===== config.mk =====
export PLATFORM = sky130hd
export DESIGN_NAME = fdesc_fetch
export DESIGN_NICKNAME = d
export VERILOG_FILES = /design/src/rtl/fdesc_pkg.sv /design/src/rtl/fdesc_win.sv /design/src/rtl/fdesc_regs.sv /design/src/rtl/fdesc_seq.sv /design/src/rtl/fdesc_fetch.sv
export SDC_FILE = /design/constraint.sdc
export NUM_CORES = 2
export LEC_CHECK = 0
export ABC_AREA = 1
export BUFFER_PORTS_ARGS = -buffer_cell sky130_fd_sc_hd__buf_2
export CORE_MARGIN = 3
export CORE_UTILIZATION = 50
export CTS_CLUSTER_DIAMETER = 120
export DETAILED_ROUTE_END_ITERATION = 10
export PLACE_DENSITY = 0.67
export SYNTH_ARGS = -nofsm -noshare
export SYNTH_HDL_FRONTEND = slang
export SYNTH_HIERARCHICAL = 1
export SYNTH_SLANG_ARGS = --single-unit
export TNS_END_PERCENT = 5

===== constraint.sdc =====
create_clock -name clk_i -period 12.8 [get_ports clk_i]
set_input_delay 3.2 -clock clk_i [delete_from_list [all_inputs] [get_ports clk_i]]
set_output_delay 3.2 -clock clk_i [all_outputs]
set_load 0.005 [all_outputs]

===== src/rtl/fdesc_pkg.sv =====
package fdesc_pkg;
  typedef enum logic [1:0] {ST_IDLE, ST_SEL, ST_FETCH} fd_state_e;
  localparam logic [2:0] RD_LINK = 3'd0;
  localparam logic [2:0] RD_SRC  = 3'd1;
  localparam logic [2:0] RD_ID   = 3'd2;
  localparam logic [2:0] RD_CMD  = 3'd3;
  localparam logic [2:0] RD_BR   = 3'd4;
  localparam logic [31:0] LINK_MASK = 32'hFFFF_FFF0;
  localparam logic [31:0] BR_MASK   = 32'hFFFF_FFF3;
endpackage


===== src/rtl/fdesc_win.sv =====
module fdesc_win (
  input  logic [31:0] addr_i,
  input  logic [31:0] lo_i,
  input  logic [31:0] hi_i,
  output logic        ok_o
);
  logic [32:0] end_w;
  assign end_w = {1'b0, addr_i} + 33'd16;
  assign ok_o  = (addr_i >= lo_i) && (end_w <= {1'b0, hi_i});
endmodule


===== src/rtl/fdesc_regs.sv =====
module fdesc_regs
  import fdesc_pkg::*;
#(
  parameter int NCH = 7,
  parameter int CHW = $clog2(NCH + 1)
) (
  input  logic                  clk_i,
  input  logic                  rst_ni,
  input  logic                  sw_we_i,
  input  logic                  sw_branch_i,
  input  logic [CHW-1:0]        sw_ch_i,
  input  logic [31:0]           sw_wdata_i,
  input  logic                  clr_src_i,
  input  logic                  br_clr_i,
  input  logic                  commit_i,
  input  logic [CHW-1:0]        act_ch_i,
  input  logic [31:0]           c_link_i,
  input  logic [31:0]           c_src_i,
  input  logic [31:0]           c_id_i,
  input  logic [31:0]           c_cmd_i,
  input  logic [CHW-1:0]        rd_ch_i,
  input  logic [2:0]            rd_sel_i,
  output logic [31:0]           rd_data_o,
  output logic [NCH-1:0][31:0]  link_o,
  output logic [NCH-1:0][31:0]  branch_o
);
  logic [NCH-1:0][31:0] src_q, id_q, cmd_q;

  for (genvar g = 0; g < NCH; g++) begin : g_ch
    logic sw_hit, act_hit;
    assign sw_hit  = sw_we_i && (sw_ch_i == CHW'(g));
    assign act_hit = act_ch_i == CHW'(g);

    always_ff @(posedge clk_i or negedge rst_ni) begin
      if (!rst_ni) begin
        link_o[g]   <= '0;
        src_q[g]    <= '0;
        id_q[g]     <= '0;
        cmd_q[g]    <= '0;
        branch_o[g] <= '0;
      end else begin
        // fetched descriptor wins over a software link write
        if (commit_i && act_hit) begin
          link_o[g] <= c_link_i;
          src_q[g]  <= c_src_i;
          id_q[g]   <= c_id_i;
          cmd_q[g]  <= c_cmd_i;
        end else begin
          if (sw_hit && !sw_branch_i) link_o[g] <= sw_wdata_i & LINK_MASK;
          if (clr_src_i) src_q[g] <= '0;
        end
        // software write wins over self-clear
        if (sw_hit && sw_branch_i) branch_o[g] <= sw_wdata_i & BR_MASK;
        else if (br_clr_i && act_hit) branch_o[g][0] <= 1'b0;
      end
    end
  end

  always_comb begin
    rd_data_o = '0;
    for (int i = 0; i < NCH; i++) begin
      if (rd_ch_i == CHW'(i)) begin
        unique case (rd_sel_i)
          RD_LINK: rd_data_o = link_o[i];
          RD_SRC:  rd_data_o = src_q[i];
          RD_ID:   rd_data_o = id_q[i];
          RD_CMD:  rd_data_o = cmd_q[i];
          RD_BR:   rd_data_o = branch_o[i];
          default: rd_data_o = '0;
        endcase
      end
    end
  end
endmodule


===== src/rtl/fdesc_seq.sv =====
module fdesc_seq
  import fdesc_pkg::*;
#(
  parameter int NCH = 7,
  parameter int CHW = $clog2(NCH + 1)
) (
  input  logic                  clk_i,
  input  logic                  rst_ni,
  input  logic                  start_i,
  input  logic [NCH-1:0]        active_i,
  input  logic [NCH-1:0][31:0]  link_i,
  input  logic [NCH-1:0][31:0]  branch_i,
  output logic [31:0]           ptr_o,
  input  logic                  ptr_ok_i,
  output logic                  mem_req_o,
  output logic [31:0]           mem_addr_o,
  input  logic                  mem_rvalid_i,
  input  logic [31:0]           mem_rdata_i,
  input  logic                  mem_rerr_i,
  output logic                  clr_src_o,
  output logic                  br_clr_o,
  output logic                  commit_o,
  output logic [CHW-1:0]        ch_o,
  output logic [31:0]           c_link_o,
  output logic [31:0]           c_src_o,
  output logic [31:0]           c_id_o,
  output logic [31:0]           c_cmd_o,
  output logic                  busy_o,
  output logic                  done_o,
  output logic                  branch_irq_o,
  output logic [CHW-1:0]        branch_ch_o,
  output logic                  berr_o,
  output logic [CHW-1:0]        berr_ch_o
);
  fd_state_e      state_q;
  logic [CHW-1:0] ch_q;
  logic [1:0]     word_q;
  logic [31:0]    base_q;
  logic [31:0]    buf_q [3];
  logic           cur_act;
  logic [31:0]    cur_link, cur_br;
  logic           sel_live, armed;

  always_comb begin
    cur_act  = 1'b0;
    cur_link = '0;
    cur_br   = '0;
    for (int i = 0; i < NCH; i++) begin
      if (ch_q == CHW'(i)) begin
        cur_act  = active_i[i];
        cur_link = link_i[i];
        cur_br   = branch_i[i];
      end
    end
  end

  assign sel_live   = (state_q == ST_SEL) && (ch_q < CHW'(NCH)) && cur_act;
  assign armed      = cur_br[0];
  assign ptr_o      = armed ? {cur_br[31:4], 4'h0} : {cur_link[31:4], 4'h0};
  assign br_clr_o   = sel_live && armed;
  assign clr_src_o  = (state_q == ST_IDLE) && start_i;
  assign mem_req_o  = state_q == ST_FETCH;
  assign mem_addr_o = base_q + {28'h0, word_q, 2'b00};
  assign commit_o   = mem_req_o && mem_rvalid_i && !mem_rerr_i && (word_q == 2'd3);
  assign ch_o       = ch_q;
  assign c_link_o   = buf_q[0];
  assign c_src_o    = buf_q[1];
  assign c_id_o     = buf_q[2];
  assign c_cmd_o    = mem_rdata_i;
  assign busy_o     = state_q != ST_IDLE;

  always_ff @(posedge clk_i or negedge rst_ni) begin
    if (!rst_ni) begin
      state_q      <= ST_IDLE;
      ch_q         <= '0;
      word_q       <= '0;
      base_q       <= '0;
      for (int i = 0; i < 3; i++) buf_q[i] <= '0;
      done_o       <= 1'b0;
      branch_irq_o <= 1'b0;
      branch_ch_o  <= '0;
      berr_o       <= 1'b0;
      berr_ch_o    <= '0;
    end else begin
      done_o       <= 1'b0;
      branch_irq_o <= 1'b0;
      berr_o       <= 1'b0;
      unique case (state_q)
        ST_IDLE: if (start_i) begin
          state_q <= ST_SEL;
          ch_q    <= '0;
        end
        ST_SEL: begin
          if (ch_q >= CHW'(NCH)) begin
            done_o  <= 1'b1;
            state_q <= ST_IDLE;
          end else if (cur_act) begin
            if (armed && cur_br[1]) begin
              branch_irq_o <= 1'b1;
              branch_ch_o  <= ch_q;
            end
            if (ptr_ok_i) begin
              base_q  <= ptr_o;
              word_q  <= '0;
              state_q <= ST_FETCH;
            end else begin
              ch_q <= ch_q + CHW'(1);
            end
          end else begin
            ch_q <= ch_q + CHW'(1);
          end
        end
        ST_FETCH: if (mem_rvalid_i) begin
          if (mem_rerr_i) begin
            berr_o    <= 1'b1;
            berr_ch_o <= ch_q;
            ch_q      <= ch_q + CHW'(1);
            state_q   <= ST_SEL;
          end else if (word_q == 2'd3) begin
            ch_q    <= ch_q + CHW'(1);
            state_q <= ST_SEL;
          end else begin
            buf_q[word_q] <= mem_rdata_i;
            word_q        <= word_q + 2'd1;
          end
        end
        default: state_q <= ST_IDLE;
      endcase
    end
  end
endmodule


===== src/rtl/fdesc_fetch.sv =====
module fdesc_fetch
  import fdesc_pkg::*;
#(
  parameter int NCH = 7,
  localparam int CHW = $clog2(NCH + 1)
) (
  input  logic            clk_i,
  input  logic            rst_ni,
  input  logic            frame_start_i,
  input  logic [NCH-1:0]  chan_active_i,
  input  logic [31:0]     win_lo_i,
  input  logic [31:0]     win_hi_i,
  input  logic            cfg_we_i,
  input  logic            cfg_branch_i,
  input  logic [CHW-1:0]  cfg_ch_i,
  input  logic [31:0]     cfg_wdata_i,
  input  logic [CHW-1:0]  rd_ch_i,
  input  logic [2:0]      rd_sel_i,
  output logic [31:0]     rd_data_o,
  output logic            mem_req_o,
  output logic [31:0]     mem_addr_o,
  input  logic            mem_rvalid_i,
  input  logic [31:0]     mem_rdata_i,
  input  logic            mem_rerr_i,
  output logic            busy_o,
  output logic            done_o,
  output logic            branch_irq_o,
  output logic [CHW-1:0]  branch_ch_o,
  output logic            berr_o,
  output logic [CHW-1:0]  berr_ch_o
);
  logic [NCH-1:0][31:0] link_w, branch_w;
  logic [31:0] ptr_w, c_link_w, c_src_w, c_id_w, c_cmd_w;
  logic ptr_ok_w, clr_src_w, br_clr_w, commit_w;
  logic [CHW-1:0] ch_w;

  fdesc_win u_win (
    .addr_i (ptr_w),
    .lo_i   (win_lo_i),
    .hi_i   (win_hi_i),
    .ok_o   (ptr_ok_w)
  );

  fdesc_seq #(.NCH(NCH), .CHW(CHW)) u_seq (
    .clk_i        (clk_i),
    .rst_ni       (rst_ni),
    .start_i      (frame_start_i),
    .active_i     (chan_active_i),
    .link_i       (link_w),
    .branch_i     (branch_w),
    .ptr_o        (ptr_w),
    .ptr_ok_i     (ptr_ok_w),
    .mem_req_o    (mem_req_o),
    .mem_addr_o   (mem_addr_o),
    .mem_rvalid_i (mem_rvalid_i),
    .mem_rdata_i  (mem_rdata_i),
    .mem_rerr_i   (mem_rerr_i),
    .clr_src_o    (clr_src_w),
    .br_clr_o     (br_clr_w),
    .commit_o     (commit_w),
    .ch_o         (ch_w),
    .c_link_o     (c_link_w),
    .c_src_o      (c_src_w),
    .c_id_o       (c_id_w),
    .c_cmd_o      (c_cmd_w),
    .busy_o       (busy_o),
    .done_o       (done_o),
    .branch_irq_o (branch_irq_o),
    .branch_ch_o  (branch_ch_o),
    .berr_o       (berr_o),
    .berr_ch_o    (berr_ch_o)
  );

  fdesc_regs #(.NCH(NCH), .CHW(CHW)) u_regs (
    .clk_i       (clk_i),
    .rst_ni      (rst_ni),
    .sw_we_i     (cfg_we_i),
    .sw_branch_i (cfg_branch_i),
    .sw_ch_i     (cfg_ch_i),
    .sw_wdata_i  (cfg_wdata_i),
    .clr_src_i   (clr_src_w),
    .br_clr_i    (br_clr_w),
    .commit_i    (commit_w),
    .act_ch_i    (ch_w),
    .c_link_i    (c_link_w),
    .c_src_i     (c_src_w),
    .c_id_i      (c_id_w),
    .c_cmd_i     (c_cmd_w),
    .rd_ch_i     (rd_ch_i),
    .rd_sel_i    (rd_sel_i),
    .rd_data_o   (rd_data_o),
    .link_o      (link_w),
    .branch_o    (branch_w)
  );
endmodule


## After elaboration in Yosys (flattened, before gate mapping)

Index checks and enable logic that the tools add are counted.

| operators by class | value |
|---|---|
| add/subtract/negate cells | 4 |
| magnitude comparators | 6 |
| equality and inequality tests | 36 |
| multiplexer cells | 107 |
| bitwise gates (word level) | 4 |
| reduce and logical (&&, ||, !) cells | 83 |

Operator list:

| operator | number |
|---|---|
| $mux W32 | 45 |
| $pmux W32 S5 | 7 |
| $bwmux W96 | 1 |
| $demux W32 S2 | 1 |
| $reduce_bool A2 Y1 | 23 |
| $logic_and A1 B1 Y1 | 45 |
| $add A32 B5 Y33 const B | 1 |
| $le A33 B32 Y1 | 1 |
| $add A32 B4 Y32 | 1 |
| $ge A32 B32 Y1 | 1 |
| $eq A3 B3 Y1 const B | 10 |
| $mux W1 | 30 |
| $mux W2 | 13 |
| $eq A3 B2 Y1 const B | 8 |
| $mux W3 | 7 |
| $eq A3 B1 Y1 const B | 4 |
| $logic_not A3 Y1 | 4 |
| $ne A2 B2 Y1 const B | 6 |
| $reduce_and A4 Y1 | 3 |
| $ne A3 B3 Y1 const B | 3 |
| $pmux W3 S3 | 1 |
| $reduce_and A7 Y1 | 1 |
| $ge A3 B3 Y1 const B | 2 |
| $pmux W2 S3 | 1 |
| 17 further kinds | 21 |

| word-level totals | value |
|---|---|
| register bits | 1,250 |
| logic and storage cells | 294 |

## Longest topological paths before layout

| depth | value |
|---|---|
| depth after elaboration | 16 |
| mapped depth | 45 |
| gate-level depth less buffers | 43 |

## By module

Netlist, hierarchy kept.

Modules (own cells, without submodules):

| module | times used | cells each | area an instance (µm²) | seq. area each (µm²) |
|---|---|---|---|---|
| fdesc_regs | 1 | 6,251 | 50,998.9 | 27,676.5 |
| fdesc_seq | 1 | 1,758 | 10,672.7 | 3,503.4 |
| fdesc_win | 1 | 445 | 2,552.4 | 0.0 |

## Least setup slack after synthesis

No wires, ideal clock.

| timing path | value |
|---|---|
| path kind | input -> output |
| start point | input rd_sel_i[2] |
| end point | output rd_data_o[23] |
| arrival | 4,363 ps |
| data required time | 9,600 ps |
| slack | 5,237 ps |
| stages | 10 |
| path buffers | 3 |
| path through | buf_2 > inv_4 > nand3_4 > inv_2 > buf_6 > clkbuf_1 > nand2_1 > nand4_1 > o21ai_0 > nand4_1 |

| between the ends | value |
|---|---|
| cells in the longest elaborated chain, start to end | 9 |
| elaborated cells between the ends (all ways) | 19 |

RTL lines:

| item | line | source |
|---|---|---|
| start, declared | fdesc_fetch.sv:18 | `input logic [2:0] rd_sel_i,` |
| $eq A3 B3 Y1 (tied with other cells) | fdesc_regs.sv:63 | `unique case (rd_sel_i)` |
| $pmux W32 S5 | fdesc_regs.sv:63 |  |
| $mux W32 (6 in series) | fdesc_regs.sv:62 | `if (rd_ch_i == CHW'(i)) begin` |
| $mux W32 (*) | fdesc_regs.sv:62 |  |
| end, declared | fdesc_fetch.sv:19 | `output logic [31:0] rd_data_o,` |

Every way passes the cells marked *; elsewhere a longest branch is shown, timed or not.

## Worst setup path in the final report

| timing path | value |
|---|---|
| start point | input rd_sel_i[0] |
| end point | output rd_data_o[17] |

The elaborated chain is that of the path after synthesis.

==> run_results.csv <==
group,metric,value,unit
run_status,outcome,"completed",
placement,dp_slack,2.179,ns
clock_network,cts_resized,0,
power_and_ir_drop,p_comb_share,34.0,%
floorplanning,io-pin-count,226,
hold_path,hold_path.startpoint,"u_seq/branch_ch_o[1]",
grt,grt_pass1_vias,57120,
routing,firstDrtPassIters,7,
final_layout,nets,8477,
final_layout,fillers,11930,
routing,routed_via_density,6.290,
power_and_ir_drop,power.density,186.3,nW/um^2
sta,hold_viol,0,
floorplanning,rows,130,
routing,drt_wl_total,271000,um
power_and_ir_drop,p_int,0.007716,W
placement,globalplace.congestion,0.9722,
sta,worst_slack,1.877,ns
sta,setup_tns,0,ns
critical_path,critPathLaunchType,"input port",
final_layout,final_area,70270,sq um
synthesis,ys_warn_count,6,
sta,tightest_slew,1.346,ns
clock_network,cts_root_buf,"clkbuf_16",
clock_network,cts_setup_buffers,0,
critical_path,timing.reg2reg.setup_slack,3.54,ns
sta,finalSetupViolations,0,
clock_network,cts-buffers-inserted,136,
grt,grtUsageTotal,40.17,%
critical_path,critPathBufInv,5,
clock_network,cts_hold_buffers,0,
power_and_ir_drop,pwr-share-seq,35.4,%
floorplanning,fp.dieW,364.1,um
sta,fmax,91.55,MHz
critical_path,reg2reg_depth,39,
routing,drcViolationCount,0,
power_and_ir_drop,swShare,41.06,%
clock_network,htree_levels,4,
grt,grt_max_degree,227,
clock_network,clk_latency,0.78,ns
sta,rsz0062_at_grt,"no",
clock_network,clk_path_buf_depth,3,
clock_network,cts_tree,"yes",
sta,maxSlewHeadroom,10.25,%
critical_path,cp_slowest_cell,"buf_4",
placement,place_hpwl,155900,um
floorplanning,core_area,126400,sq um
hold_path,hold_end,"u_seq/branch_ch_o[1]",
placement,portBuffers,221,
floorplanning,fp.dieH,364.1,um
critical_path,cp_common_cell,"buf_4",
synthesis,netlist_area,64120,sq um
final_layout,syn2layout_area_growth,9.599,%
critical_path,crit_chain,"buf_4, buf_4, nand3_4, inv_6, buf_4, nand2_1, nand4_1, o21ai_0, nand4_1, buf_2",
clock_network,cts_sinks,1246,
hold_path,whs_path_depth,2,
grt,gr-total-overflow,0,
final_layout,instances_no_fill,10030,
sta,clock_skew,0.03133,ns
final_layout,utilization,55.60,%
floorplanning,dieArea,132600,sq um
critical_path,cpLargestDelayFamily,"buffers and inverters",
critical_path,path_class,"input port to primary output",
critical_path,cp.arrival,7.72,ns
grt,grt_antenna_before_repair,36,
power_and_ir_drop,leakage,33.72,nW
sta,min_period,10.92,ns
routing,via_count,63100,
synthesis,postSynthCellCount,8439,
power_and_ir_drop,peakVddDrop,227.3,uV
placement,dpl.cell_count,9760,
critical_path,rr_endpoint,"u_seq/base_q[23]",
power_and_ir_drop,pwr-share-clk,30.6,%
floorplanning,initial_utilization,50.73,%
sta,finalCritPeriodShare,85.33,%
final_layout,drive_gt1_share,8.185,%
placement,post_dp_cell_area,65710,sq um
grt,grt_pass1_wl,389000,um
hold_path,hold_class,"flip-flop to flip-flop",
power_and_ir_drop,p_switching,0.005376,W
critical_path,max_stage_delay,0.84,ns
sta,slew_viol_final,0,
critical_path,crit_fanout,65,
clock_network,path_clk_slew,0.06,ns
critical_path,cp-end-kind,"primary output",
routing,ant_nets,0,
routing,drtIter0Drc,9416,
synthesis,synth.avg_cell_area,7.597,sq um
routing,wire_per_inst,27.01,um
flow_run,maxCapViolations,0,
critical_path,worstReg2RegStart,"u_seq/ch_o[2]",
critical_path,crit_required,9.60,ns
layout make-up:
class,instances,area (sq um),share of cell area [%]
inverter,616,2350,3.344
clock buffer,217,4198,5.974
timing repair buffer,330,2076,2.954
tap,1650,2064,2.938
multi-input combinational,5918,28040,39.90
antenna,26,65.06,0.09259
sequential,1246,31180,44.37
clock inverter,30,300.3,0.4273
tightest hold or removal path, cell delays in order, from the launching register on:
cell and delay (ns):
dfrtp_1 0.34, nand2_1 0.05, nand2_1 0.05
per-stage QoR:
step                      hold slack (ns)  power, W
after floorplan                    0.4530  0.006955
after global placement             0.4590  0.008745
after detailed placement           0.4569  0.008831
after CTS                          0.4716   0.01280
after global routing               0.4951   0.01354
final                              0.4704   0.01309
per-layer routing:
layer | vias to the layer above | wire, um | global-route usage [%]
met2 | 4794 | 105600 | 54.38
li1 | 27460 | - | -
met1 | 29900 | 99840 | 53.07
met3 | 940 | 48580 | 18.93
met5 | - | 195 | 2.106
met4 | 14 | 16800 | 20.78
state kept, by name, summed over array words and instances (netlist names):
register and cells:
u_seq/base_q 28, u_seq/c_link_o 32, u_seq/berr_ch_o 3, u_seq/branch_irq_o 1
u_seq/ch_o 3, u_seq/berr_o 1, u_regs/link_o 224, u_seq/state_q 2
u_seq/c_src_o 32, u_seq/c_id_o 32, u_seq/branch_ch_o 3, u_seq/done_o 1
u_regs/src_q 224, u_regs/branch_o 210, u_regs/id_q 224, u_seq/word_q 2
u_regs/cmd_q 224
worst max-delay path by stage:
stage | depth (start not counted) | to | slack, ns | from
after floorplan | 10 | rd_data_o[23] | 5.24 | rd_sel_i[2]
after global placement | 10 | rd_data_o[28] | 2.12 | rd_sel_i[0]
after detailed placement | 10 | rd_data_o[17] | 2.18 | rd_sel_i[0]
after CTS | 10 | rd_data_o[17] | 2.16 | rd_sel_i[0]
after global routing | 10 | rd_data_o[17] | 1.96 | rd_sel_i[0]
final | 10 | rd_data_o[17] | 1.88 | rd_sel_i[0]
power groups by stage:
stage | clock, W | combinational, W | sequential, W
after CTS | 0.00402 | 0.00416 | 0.00462
after global routing | 0.00419 | 0.00468 | 0.00467
final | 0.00400 | 0.00446 | 0.00463
after detailed placement | 0 | 0.00415 | 0.00469
after global placement | 0 | 0.00407 | 0.00468
after floorplan | 0 | 0.00237 | 0.00458
cells in the final DEF (no fill, tap or decap), types with 12 or more instances in the layout:
| cell | count |
|---|---|
| or2_2 | 59 |
| a21oi_1 | 84 |
| nand3_4 | 13 |
| buf_4 | 101 |
| inv_1 | 595 |
| o21ai_1 | 37 |
| nand2_1 | 2359 |
| nand2_2 | 12 |
| clkbuf_8 | 32 |
| xor2_1 | 18 |
| nand4_1 | 309 |
| clkinv_2 | 19 |
| clkbuf_16 | 144 |
| o211ai_1 | 13 |
| o22ai_1 | 124 |
| clkbuf_1 | 41 |
| nand3_1 | 754 |
| and2_1 | 28 |
| ha_1 | 78 |
| diode_2 | 26 |
| nor2_1 | 398 |
| dfrtp_1 | 1246 |
| buf_2 | 217 |
| o21ai_0 | 1528 |
No activity file was read; power rests on OpenSTA's default activity.
